$ cat config.mk
export PLATFORM = sky130hd
export DESIGN_NAME = tap_tune_slave
export DESIGN_NICKNAME = d
export VERILOG_FILES = /design/src/rtl/tap_tune_pkg.sv /design/src/rtl/tap_req_stage.sv /design/src/rtl/tap_bank.sv /design/src/rtl/tap_upd_pulse.sv /design/src/rtl/tap_tune_slave.sv
export SDC_FILE = /design/constraint.sdc
export NUM_CORES = 1
export LEC_CHECK = 0
export CORE_MARGIN = 2
export CORE_UTILIZATION = 47
export DETAILED_ROUTE_END_ITERATION = 7
export GPL_TIMING_DRIVEN = 1
export PLACE_DENSITY = 0.8
export SYNTH_ARGS = -nofsm -noshare
export SYNTH_HDL_FRONTEND = slang
export SYNTH_SLANG_ARGS = --single-unit
$ cat constraint.sdc
create_clock -name clk_i -period 2.2 [get_ports clk_i]
set_input_delay 0.55 -clock clk_i [delete_from_list [all_inputs] [get_ports clk_i]]
set_output_delay 0.55 -clock clk_i [all_outputs]
set_load 0.05 [all_outputs]
$ cat src/rtl/tap_tune_pkg.sv
package tap_tune_pkg;
  localparam int TAP_W = 5;   // tap count width
  localparam int KINDS = 4;   // registers per lane
  localparam int SEL_W = 5;   // decoded address bits

  typedef enum logic [1:0] {
    TK_DQ_OUT  = 2'd0,
    TK_DQS_OUT = 2'd1,
    TK_DQ_IN   = 2'd2,
    TK_DQS_IN  = 2'd3
  } tap_kind_e;
endpackage

$ cat src/rtl/tap_req_stage.sv
module tap_req_stage
  import tap_tune_pkg::*;
#(
  parameter int LANES  = 2,
  parameter int ADDR_W = 7,
  parameter int DATA_W = 32
) (
  input  logic                clk_i,
  input  logic                rst_ni,
  input  logic                cyc_en_i,
  input  logic                stb_i,
  input  logic                we_i,
  input  logic [ADDR_W-1:0]   adr_i,
  input  logic [DATA_W-1:0]   dat_i,
  output logic                hit_o,
  output logic                we_o,
  output tap_kind_e           kind_o,
  output logic                kind_ok_o,
  output logic [LANES-1:0]    lane_oh_o,
  output logic [TAP_W-1:0]    tap_o
);
  localparam int LANE_W = (LANES > 1) ? $clog2(LANES) : 1;

  logic [SEL_W-1:0]  sel;
  logic [LANE_W-1:0] lane;
  logic [LANES-1:0]  lane_oh_d;
  logic              take;
  logic              unused_bits;

  assign sel         = adr_i[SEL_W-1:0];
  assign lane        = dat_i[TAP_W +: LANE_W];
  assign take        = stb_i & cyc_en_i;
  assign unused_bits = ^{adr_i, dat_i};

  // out-of-range lane index decodes to all zero
  for (genvar g = 0; g < LANES; g++) begin : g_lane
    assign lane_oh_d[g] = (lane == LANE_W'(g));
  end

  always_ff @(posedge clk_i or negedge rst_ni) begin
    if (!rst_ni) begin
      hit_o     <= 1'b0;
      we_o      <= 1'b0;
      kind_o    <= TK_DQ_OUT;
      kind_ok_o <= 1'b0;
      lane_oh_o <= '0;
      tap_o     <= '0;
    end else begin
      hit_o <= take;
      if (take) begin
        we_o      <= we_i;
        kind_ok_o <= (sel < SEL_W'(KINDS));
        kind_o    <= tap_kind_e'(sel[1:0]);
        lane_oh_o <= lane_oh_d;
        tap_o     <= dat_i[TAP_W-1:0];
      end
    end
  end
endmodule

$ cat src/rtl/tap_bank.sv
module tap_bank
  import tap_tune_pkg::*;
#(
  parameter int LANES = 2
) (
  input  logic              clk_i,
  input  logic              rst_ni,
  input  logic              wr_en_i,
  input  tap_kind_e         kind_i,
  input  logic              kind_ok_i,
  input  logic [LANES-1:0]  lane_oh_i,
  input  logic [TAP_W-1:0]  tap_i,
  output logic [TAP_W-1:0]  rd_tap_o
);
  logic [TAP_W-1:0] taps_q [KINDS][LANES];

  for (genvar k = 0; k < KINDS; k++) begin : g_kind
    for (genvar l = 0; l < LANES; l++) begin : g_lane
      logic hit_w;
      assign hit_w = wr_en_i & kind_ok_i & (kind_i == tap_kind_e'(k)) & lane_oh_i[l];

      always_ff @(posedge clk_i or negedge rst_ni) begin
        if (!rst_ni)    taps_q[k][l] <= '0;
        else if (hit_w) taps_q[k][l] <= tap_i;
      end

      a_r7_hold_without_write: assert property (@(posedge clk_i) disable iff (!rst_ni)
        !wr_en_i |=> $stable(taps_q[k][l]));
    end
  end

  always_comb begin
    rd_tap_o = '0;
    if (kind_ok_i) begin
      for (int l = 0; l < LANES; l++) begin
        if (lane_oh_i[l]) rd_tap_o = rd_tap_o | taps_q[kind_i][l];
      end
    end
  end
endmodule

$ cat src/rtl/tap_upd_pulse.sv
module tap_upd_pulse
  import tap_tune_pkg::*;
#(
  parameter int LANES = 2
) (
  input  logic              clk_i,
  input  logic              rst_ni,
  input  logic              fire_i,
  input  tap_kind_e         kind_i,
  input  logic [LANES-1:0]  lane_oh_i,
  input  logic [TAP_W-1:0]  tap_i,
  output logic              upd_o,
  output logic [1:0]        upd_kind_o,
  output logic [LANES-1:0]  upd_lane_o,
  output logic [TAP_W-1:0]  upd_tap_o
);
  always_ff @(posedge clk_i or negedge rst_ni) begin
    if (!rst_ni) begin
      upd_o      <= 1'b0;
      upd_kind_o <= '0;
      upd_lane_o <= '0;
      upd_tap_o  <= '0;
    end else begin
      upd_o      <= fire_i;
      upd_kind_o <= fire_i ? kind_i : 2'd0;
      upd_lane_o <= fire_i ? lane_oh_i : '0;
      upd_tap_o  <= fire_i ? tap_i : '0;
    end
  end

  a_r6_idle_lane_clear: assert property (@(posedge clk_i) disable iff (!rst_ni)
    !upd_o |-> (upd_lane_o == '0));
endmodule

$ cat src/rtl/tap_tune_slave.sv
module tap_tune_slave
  import tap_tune_pkg::*;
#(
  parameter int LANES   = 2,
  parameter int ADDR_W  = 7,
  parameter int DATA_W  = 32,
  parameter bit PORT_EN = 1'b1
) (
  input  logic                clk_i,
  input  logic                rst_ni,
  input  logic                cyc_i,
  input  logic                stb_i,
  input  logic                we_i,
  input  logic [ADDR_W-1:0]   adr_i,
  input  logic [DATA_W-1:0]   dat_i,
  output logic                stall_o,
  output logic                ack_o,
  output logic [DATA_W-1:0]   dat_o,
  output logic                upd_o,
  output logic [1:0]          upd_kind_o,
  output logic [LANES-1:0]    upd_lane_o,
  output logic [TAP_W-1:0]    upd_tap_o
);
  logic             cyc_en;
  logic             hit_q, we_q, kind_ok_q;
  tap_kind_e        kind_q;
  logic [LANES-1:0] lane_oh_q;
  logic [TAP_W-1:0] tap_q, rd_tap;
  logic             fire;

  if (PORT_EN) begin : g_port_on
    assign cyc_en = cyc_i;
  end else begin : g_port_off
    assign cyc_en = 1'b0;
  end

  tap_req_stage #(.LANES(LANES), .ADDR_W(ADDR_W), .DATA_W(DATA_W)) u_req (
    .clk_i(clk_i), .rst_ni(rst_ni), .cyc_en_i(cyc_en), .stb_i(stb_i), .we_i(we_i),
    .adr_i(adr_i), .dat_i(dat_i), .hit_o(hit_q), .we_o(we_q), .kind_o(kind_q),
    .kind_ok_o(kind_ok_q), .lane_oh_o(lane_oh_q), .tap_o(tap_q)
  );

  // ack qualified by the live cycle line; an abort drops the write too
  assign stall_o = 1'b0;
  assign ack_o   = hit_q & cyc_en;
  assign fire    = ack_o & we_q & kind_ok_q & (|lane_oh_q);
  assign dat_o   = (ack_o && !we_q) ? DATA_W'(rd_tap) : '0;

  tap_bank #(.LANES(LANES)) u_bank (
    .clk_i(clk_i), .rst_ni(rst_ni), .wr_en_i(fire), .kind_i(kind_q),
    .kind_ok_i(kind_ok_q), .lane_oh_i(lane_oh_q), .tap_i(tap_q), .rd_tap_o(rd_tap)
  );

  tap_upd_pulse #(.LANES(LANES)) u_upd (
    .clk_i(clk_i), .rst_ni(rst_ni), .fire_i(fire), .kind_i(kind_q),
    .lane_oh_i(lane_oh_q), .tap_i(tap_q), .upd_o(upd_o), .upd_kind_o(upd_kind_o),
    .upd_lane_o(upd_lane_o), .upd_tap_o(upd_tap_o)
  );

  a_r2_ack_follows_req: assert property (@(posedge clk_i) disable iff (!rst_ni)
    ack_o |-> $past(stb_i && cyc_i));
  a_r10_ack_needs_cyc: assert property (@(posedge clk_i) disable iff (!rst_ni)
    ack_o |-> cyc_i);
  a_r6_upd_after_ack: assert property (@(posedge clk_i) disable iff (!rst_ni)
    upd_o |-> $past(ack_o && cyc_i));
  a_r6_upd_lane_onehot: assert property (@(posedge clk_i) disable iff (!rst_ni)
    upd_o |-> ($countones(upd_lane_o) == 1));
endmodule

==> results of run 1 <==
==> cells by family (layout without fill, tap and decap cells) <==
| logic type | count (synthesis) | after routing | synth area share |
|---|---|---|---|
| flip-flops | 62 | 62 | 0.525 |
| multiplexers | 59 | 59 | 0.263 |
| buffers and inverters | 45 | 75 | 0.0977 |
| AND/OR/NAND/NOR | 31 | 31 | 0.0969 |
| AO/OA/AOI/OAI | 8 | 8 | 0.0169 |
| other | 1 | 28 | 0.00127 |
==> flip-flops by register name (all words and copies together) (netlist names) <==
signal            count
u_upd.upd_o           1
u_bank.taps_q        40
u_req.we_o            1
u_upd.upd_tap_o       5
u_req.lane_oh_o       2
u_upd.upd_lane_o      2
u_req.kind_ok_o       1
u_req.hit_o           1
u_req.tap_o           5
u_upd.upd_kind_o      2
u_req.kind_o          2
==> worst reg2reg max path, stage by stage, from the launching register on <==
cell	delay, ns
dfrtp_2	0.45
buf_12	0.15
buf_4	0.14
buf_4	0.15
nand2b_1	0.23
nor3_4	0.30
mux2_2	0.38
==> cell usage after synthesis <==
library cell,instances
nor3_4,6
o41ai_1,1
buf_2,3
nand3_4,1
mux4_2,10
dfrtp_1,62
nor2_1,3
nor3b_2,1
and2_2,1
mux2_2,49
nor2b_1,1
o22ai_1,5
a21oi_1,2
and2_1,7
inv_1,11
buf_4,31
nand2_1,4
nand2b_1,2
conb_1,1
nor4_4,2
nand3_1,2
nand3_2,1
==> final cells by class <==
class	count	area, um^2
Clock buffer	12	165
Clock inverter	3	90.1
Fill cell	444	2150
Inverter	11	41.3
Multi-Input combinational cell	126	1310
Sequential cell	62	1550
Tap cell	75	93.8
Timing Repair Buffer	49	578
==> where the power goes <==
part           switching, mW  internal (mW)
Sequential            0.0873           1.20
Combinational          0.246          0.184
Clock                  0.433          0.839
==> layer usage <==
layer,track usage,wire [um],up-vias
met2,0.268,2740,60
met5,0,0,-
li1,-,-,777
met4,0.107,128,0
met3,0.0408,253,12
met1,0.231,2340,848
==> path summary, 6_finish.rpt <==
path / startpoint / end / slack (ns) / cells past startpoint
worst max-delay path: u_req.kind_o[0]$_DFFE_PN0P_ / dat_o[3] / -0.19 / 6
worst max register to register: u_req.kind_o[0]$_DFFE_PN0P_ / u_bank.taps_q[16]$_DFFE_PN0P_ / 0.31 / 6
worst min register to register: u_bank.taps_q[4]$_DFFE_PN0P_ / u_bank.taps_q[4]$_DFFE_PN0P_ / 0.50 / 1
max in group asynchronous: rst_ni / u_bank.taps_q[11]$_DFFE_PN0P_ / 1.43 / 2
min in group clk_i: u_bank.taps_q[4]$_DFFE_PN0P_ / u_bank.taps_q[4]$_DFFE_PN0P_ / 0.50 / 1
worst min-delay path: rst_ni / u_bank.taps_q[30]$_DFFE_PN0P_ / 0.16 / 1
==> repair_timing <==
item                       in CTS  in global routing
pin swaps                       2                  2
buffers inserted                5                  0
setup endpoints to repair       5                  5
gates cloned                    1                  0
resized for setup              27                  1
==> stage by stage <==
stage | util | instance area (um^2) | power (mW) | setup slack (ns)
after floorplan | - | 3060 | 1.59 | -0.227
after global placement | 0.571 | 3420 | 1.66 | -0.252
after detailed placement | 0.571 | 3420 | 1.68 | -0.259
after CTS | 0.645 | 3860 | 3.04 | -0.210
after global routing | 0.640 | 3840 | 3.10 | -0.256
final | 0.640 | 3840 | 2.99 | -0.187
==> flow_metrics.env, run 1 <==
export IMPL_status="complete, but fails checks"
export IMPL_violations="setup timing"
export IMPL_fin_skew_ns=0.00850
export IMPL_p_leak_nw=1.79
export IMPL_worst_ep_arrival_time_ns=1.84
export IMPL_htreeDepth=3
export IMPL_dieHeight_um=83.3
export IMPL_worst_slew_pin_slew_ns=0.499
export IMPL_dr_pass1_iters=4
export IMPL_diodes=0
export IMPL_grt_pass1_vias=1759
export IMPL_drt_initial_drc_count=73
export IMPL_fin_nets=303
export IMPL_wl_um=5460
export IMPL_dr_total_vias=1697
export IMPL_grt_setup_unrepaired="yes"
export IMPL_clock_latency_ns=0.34
export IMPL_seq_area_frac_synth=0.525
export IMPL_slowest_delay_ns=0.50
export IMPL_buffer_ports_inserted=31
export IMPL_syn_cell_area_um2=2960
export IMPL_grt_ovfl_total=0
export IMPL_ys_types=22
export IMPL_syn_area_per_cell_um2=14.4
export IMPL_hp_class="in -> async"
export IMPL_dp_cells=320
export IMPL_grt_max_degree=27
export IMPL_hold_slack_ns=0.157
export IMPL_crit_path_cell_trace="buf_12 -> buf_12 -> mux4_2 -> inv_2 -> o22ai_4 -> buf_12"
export IMPL_cp_num_buf_inv=4
export IMPL_die_area_um2=6940
export IMPL_fin_crit_ns=2.39
export IMPL_drive_above_1_share=0.490
export IMPL_ant_nets=0
export IMPL_maxCapViolCount=0
export IMPL_cts_root_buf="clkbuf_8"
export IMPL_antenna_found_initial=0
export IMPL_endpoint_kind="output pin"
export IMPL_cts_hold_fix_buffers=0
export IMPL_synth_area_leaders="dfrtp_1 52%, mux2_2 19%, buf_4 7.9%, mux4_2 7.6%, nor3_4 3.3%"
export IMPL_fin_crit_sh=1.08
export IMPL_cp_max_fo=6
export IMPL_wl_per_cell_um=16.2
export IMPL_start_kind="flop"
export IMPL_routabilityCongestion=0.754
export IMPL_hold_viol=0
export IMPL_drc_errors=0
export IMPL_clock_path_buffers=2
export IMPL_finalSetupTns_ns=-0.689
export IMPL_synth_top_area_share=0.525
export IMPL_cts_tree="built"
export IMPL_io_pins=88
export IMPL_cts_made_buffers=9
export IMPL_peakVddDrop_uv=576
export IMPL_yosysWarnings=0
export IMPL_worst_path_most_repeated_cell="buf_12"
export IMPL_final_cell_mix="60 x dfrtp_1, 49 x mux2_2, 28 x conb_1, 23 x clkdlybuf4s50_1"
export IMPL_layout_commonest_cell="dfrtp_1"
export IMPL_p_per_area_nw_per_um2=781
export IMPL_areaGrowthSynthToFinish_pct=29.7
export IMPL_max_clock_freq_mhz=419
export IMPL_die_w_um=83.3
export IMPL_std_cell_rows=28
export IMPL_critPathTopFamily="buffers and inverters"
export IMPL_track_usage=0.177
export IMPL_syn_inst=206
export IMPL_finalNonFillerCells=338
export IMPL_dpl_hpwl_um=3690
export IMPL_cts_sinks=62
export IMPL_synth_seq_cells=62
export IMPL_setup_viol=5
export IMPL_synth_largest_area_cell="dfrtp_1"
export IMPL_core_area_um2=5990
export IMPL_crit_slowest_cell="mux4_2"
export IMPL_cp_required_ns=1.65
export IMPL_slew_headroom=0.666
export IMPL_grt_first_pass_wirelength_um=9200
export IMPL_clkTransAtPathRegs_ns=0.07
export IMPL_drv_slew=0
export IMPL_initial_core_util=0.494
export IMPL_via_per_inst=5.02
export IMPL_critical_path_class="reg -> out"
export IMPL_worst_slack_ns=-0.187
Power figures use the tool's default switching activity.
==> inputs of run 2 (changes only) <==
CTS_CLUSTER_DIAMETER = 200   (was unset)
MAX_ROUTING_LAYER = met4   (was unset)
==> run 2 against run 1 <==
The flow still finishes with violations (setup timing). Clock power barely moved. Setup slack improved by 0.0012 ns. Global-route usage rose by 0.49 points. Maximum frequency barely moved. Non-clock buffer count did not move. Via count rose by 0.41%. First-iteration DRC count rose by 44%. Sequential share of layout area did not move. Power barely moved. Register-to-register slack barely moved. Sequential cell count did not move. Critical path type unchanged.
==> flow_metrics.env, run 2 (synthesized netlist as in run 1, its figures left out) <==
export IMPL_via_per_inst=5.04
export IMPL_critPathTopFamily="buffers and inverters"
export IMPL_dp_slack_ns=-0.259
export IMPL_slowest_delay_ns=0.50
export IMPL_fin_crit_sh=1.08
export IMPL_clkPwrFrac=0.425
export IMPL_die_w_um=83.3
export IMPL_grt_pass1_vias=1767
export IMPL_cts_tree="built"
export IMPL_critPathLaunch="u_req.kind_o[0]$_DFFE_PN0P_"
export IMPL_peakVddDrop_uv=576
export IMPL_seqPwrFrac=0.431
export IMPL_drv_slew=0
export IMPL_diodes=0
export IMPL_fin_nets=303
export IMPL_clkTransAtPathRegs_ns=0.06
export IMPL_reg_largest_list="u_bank.taps_q: 40 flops, u_req.tap_o: 5 flops, u_upd.upd_tap_o: 5 flops"
export IMPL_p_per_area_nw_per_um2=781
export IMPL_ant_nets=0
export IMPL_buffer_ports_inserted=31
export IMPL_cts_sinks=62
export IMPL_grt_setup_unrepaired="yes"
export IMPL_worst_slew_pin_slew_ns=0.499
export IMPL_antenna_found_initial=0
export IMPL_status="complete, but fails checks"
export IMPL_regMostFlops="u_bank.taps_q"
export IMPL_cp_num_buf_inv=4
export IMPL_htreeDepth=3
export IMPL_maxCapViolCount=0
export IMPL_r2r_start="u_req.kind_o[0]$_DFFE_PN0P_"
export IMPL_clock_latency_ns=0.34
export IMPL_routabilityCongestion=0.764
export IMPL_final_cell_mix="60 x dfrtp_1, 49 x mux2_2, 28 x conb_1, 23 x clkdlybuf4s50_1"
export IMPL_std_cell_rows=28
export IMPL_wl_um=5470
export IMPL_crit_path_cell_trace="buf_12 -> buf_12 -> mux4_2 -> inv_2 -> o22ai_4 -> buf_12"
export IMPL_worst_ep_arrival_time_ns=1.84
export IMPL_dr_total_vias=1704
export IMPL_max_clock_freq_mhz=419
export IMPL_drt_initial_drc_count=105
export IMPL_grt_first_pass_wirelength_um=9200
export IMPL_postLayoutCoreUtil=0.640
export IMPL_pwr_share_comb=0.144
export IMPL_cp_max_fo=6
export IMPL_largest_reg_flops=40
export IMPL_crit_slowest_cell="mux4_2"
export IMPL_cts_root_buf="clkbuf_8"
export IMPL_wl_per_cell_um=16.2
export IMPL_worst_slack_ns=-0.185
export IMPL_dpl_hpwl_um=3690
export IMPL_dieHeight_um=83.3
export IMPL_critical_path_class="reg -> out"
export IMPL_p_leak_nw=1.79
export IMPL_p_int_mw=2.23
export IMPL_drc_errors=0
export IMPL_drive_above_1_share=0.490
export IMPL_fin_crit_ns=2.39
export IMPL_grt_ovfl_total=0
export IMPL_endpoint_kind="output pin"
export IMPL_cp_required_ns=1.65
export IMPL_setup_viol=5
export IMPL_dr_pass1_iters=4
export IMPL_track_usage=0.181
export IMPL_worst_path_most_repeated_cell="buf_12"
export IMPL_cts_made_buffers=9
export IMPL_die_area_um2=6940
export IMPL_areaGrowthSynthToFinish_pct=29.7
export IMPL_dpl_instance_area_um2=3420
export IMPL_clock_path_buffers=2
export IMPL_final_design_area_no_fill_um2=3840
export IMPL_fin_skew_ns=0.00901
export IMPL_hp_class="in -> async"
export IMPL_power_net_switching_mw=0.768
export IMPL_start_kind="flop"
export IMPL_violations="setup timing"
export IMPL_cts_hold_fix_buffers=0
export IMPL_io_pins=88
export IMPL_layout_commonest_cell="dfrtp_1"
export IMPL_initial_core_util=0.494
export IMPL_hold_viol=0
export IMPL_slew_headroom=0.666
export IMPL_core_area_um2=5990
export IMPL_swShare=0.256
export IMPL_grt_max_degree=27
run 2: cell counts in the layout (fill, tap and decap cells not counted):
No cell type changed its count.
run 2: area by class of cell:
class                      instances  area, um^2
multi-input combinational        126        1310
inverter                          11        41.3
tap                               75        93.8
fill                             444        2150
clock inverter                     3        90.1
timing repair buffer              49         578
sequential                        62        1550
clock buffer                      12         165
run 2: worst paths after layout:
check / end / cells after the start / slack, ns
max in group asynchronous: u_bank.taps_q[11]$_DFFE_PN0P_ / 2 / 1.43
hold / removal: u_req.lane_oh_o[0]$_DFFE_PN0P_ / 1 / 0.16
min in group clk_i: u_bank.taps_q[4]$_DFFE_PN0P_ / 1 / 0.50
setup / recovery: dat_o[3] / 6 / -0.19
hold reg to reg: u_bank.taps_q[4]$_DFFE_PN0P_ / 1 / 0.50
setup reg to reg: u_bank.taps_q[15]$_DFFE_PN0P_ / 6 / 0.31
run 2: routing by layer:
metal | track usage | wire (um)
met5 | - | 0
met4 | 0.107 | 128
met3 | 0.0398 | 249
met2 | 0.269 | 2760
met1 | 0.230 | 2330
run 2: stage by stage:
| step | setup TNS, ns | hold WS [ns] | total power [mW] | cells |
|---|---|---|---|---|
| 3_3_place_gp | -1.44 | 0.483 | 1.66 | 320 |
| 6_report | -0.685 | 0.155 | 3.00 | 338 |
| 4_1_cts | -0.890 | 0.148 | 3.04 | 339 |
| 2_1_floorplan | -1.14 | 0.254 | 1.59 | 233 |
| 3_5_place_dp | -2.00 | 0.491 | 1.68 | 320 |
| 5_1_grt | -1.01 | 0.180 | 3.10 | 338 |
run 2: worst reg2reg max path: stages (launching register included):
cell	delay (ns)
dfrtp_2	0.45
buf_12	0.15
buf_4	0.14
buf_4	0.15
nand2b_1	0.23
nor3_4	0.30
mux2_2	0.38
run 2: power groups by stage:
| stage | logic [mW] | clock network, mW | registers [mW] |
|---|---|---|---|
| 2_1_floorplan | 0.324 | 0 | 1.27 |
| 3_3_place_gp | 0.366 | 0 | 1.30 |
| 3_5_place_dp | 0.376 | 0 | 1.30 |
| 4_1_cts | 0.451 | 1.30 | 1.29 |
| 5_1_grt | 0.461 | 1.34 | 1.30 |
| 6_report | 0.430 | 1.27 | 1.29 |
run 2: repair_timing:
action / in CTS / in global routing
buffers inserted: 5 / 0
endpoints found under the setup margin: 5 / 5
pin swaps: 2 / 2
gates resized for setup: 27 / 1
cloned: 1 / 0
==> inputs of run 3 (changes only) <==
CTS_CLUSTER_SIZE = 30   (was unset)
==> results of run 3 <==
Same layout as run 2: the final DEF is identical, and so are final timing and power.
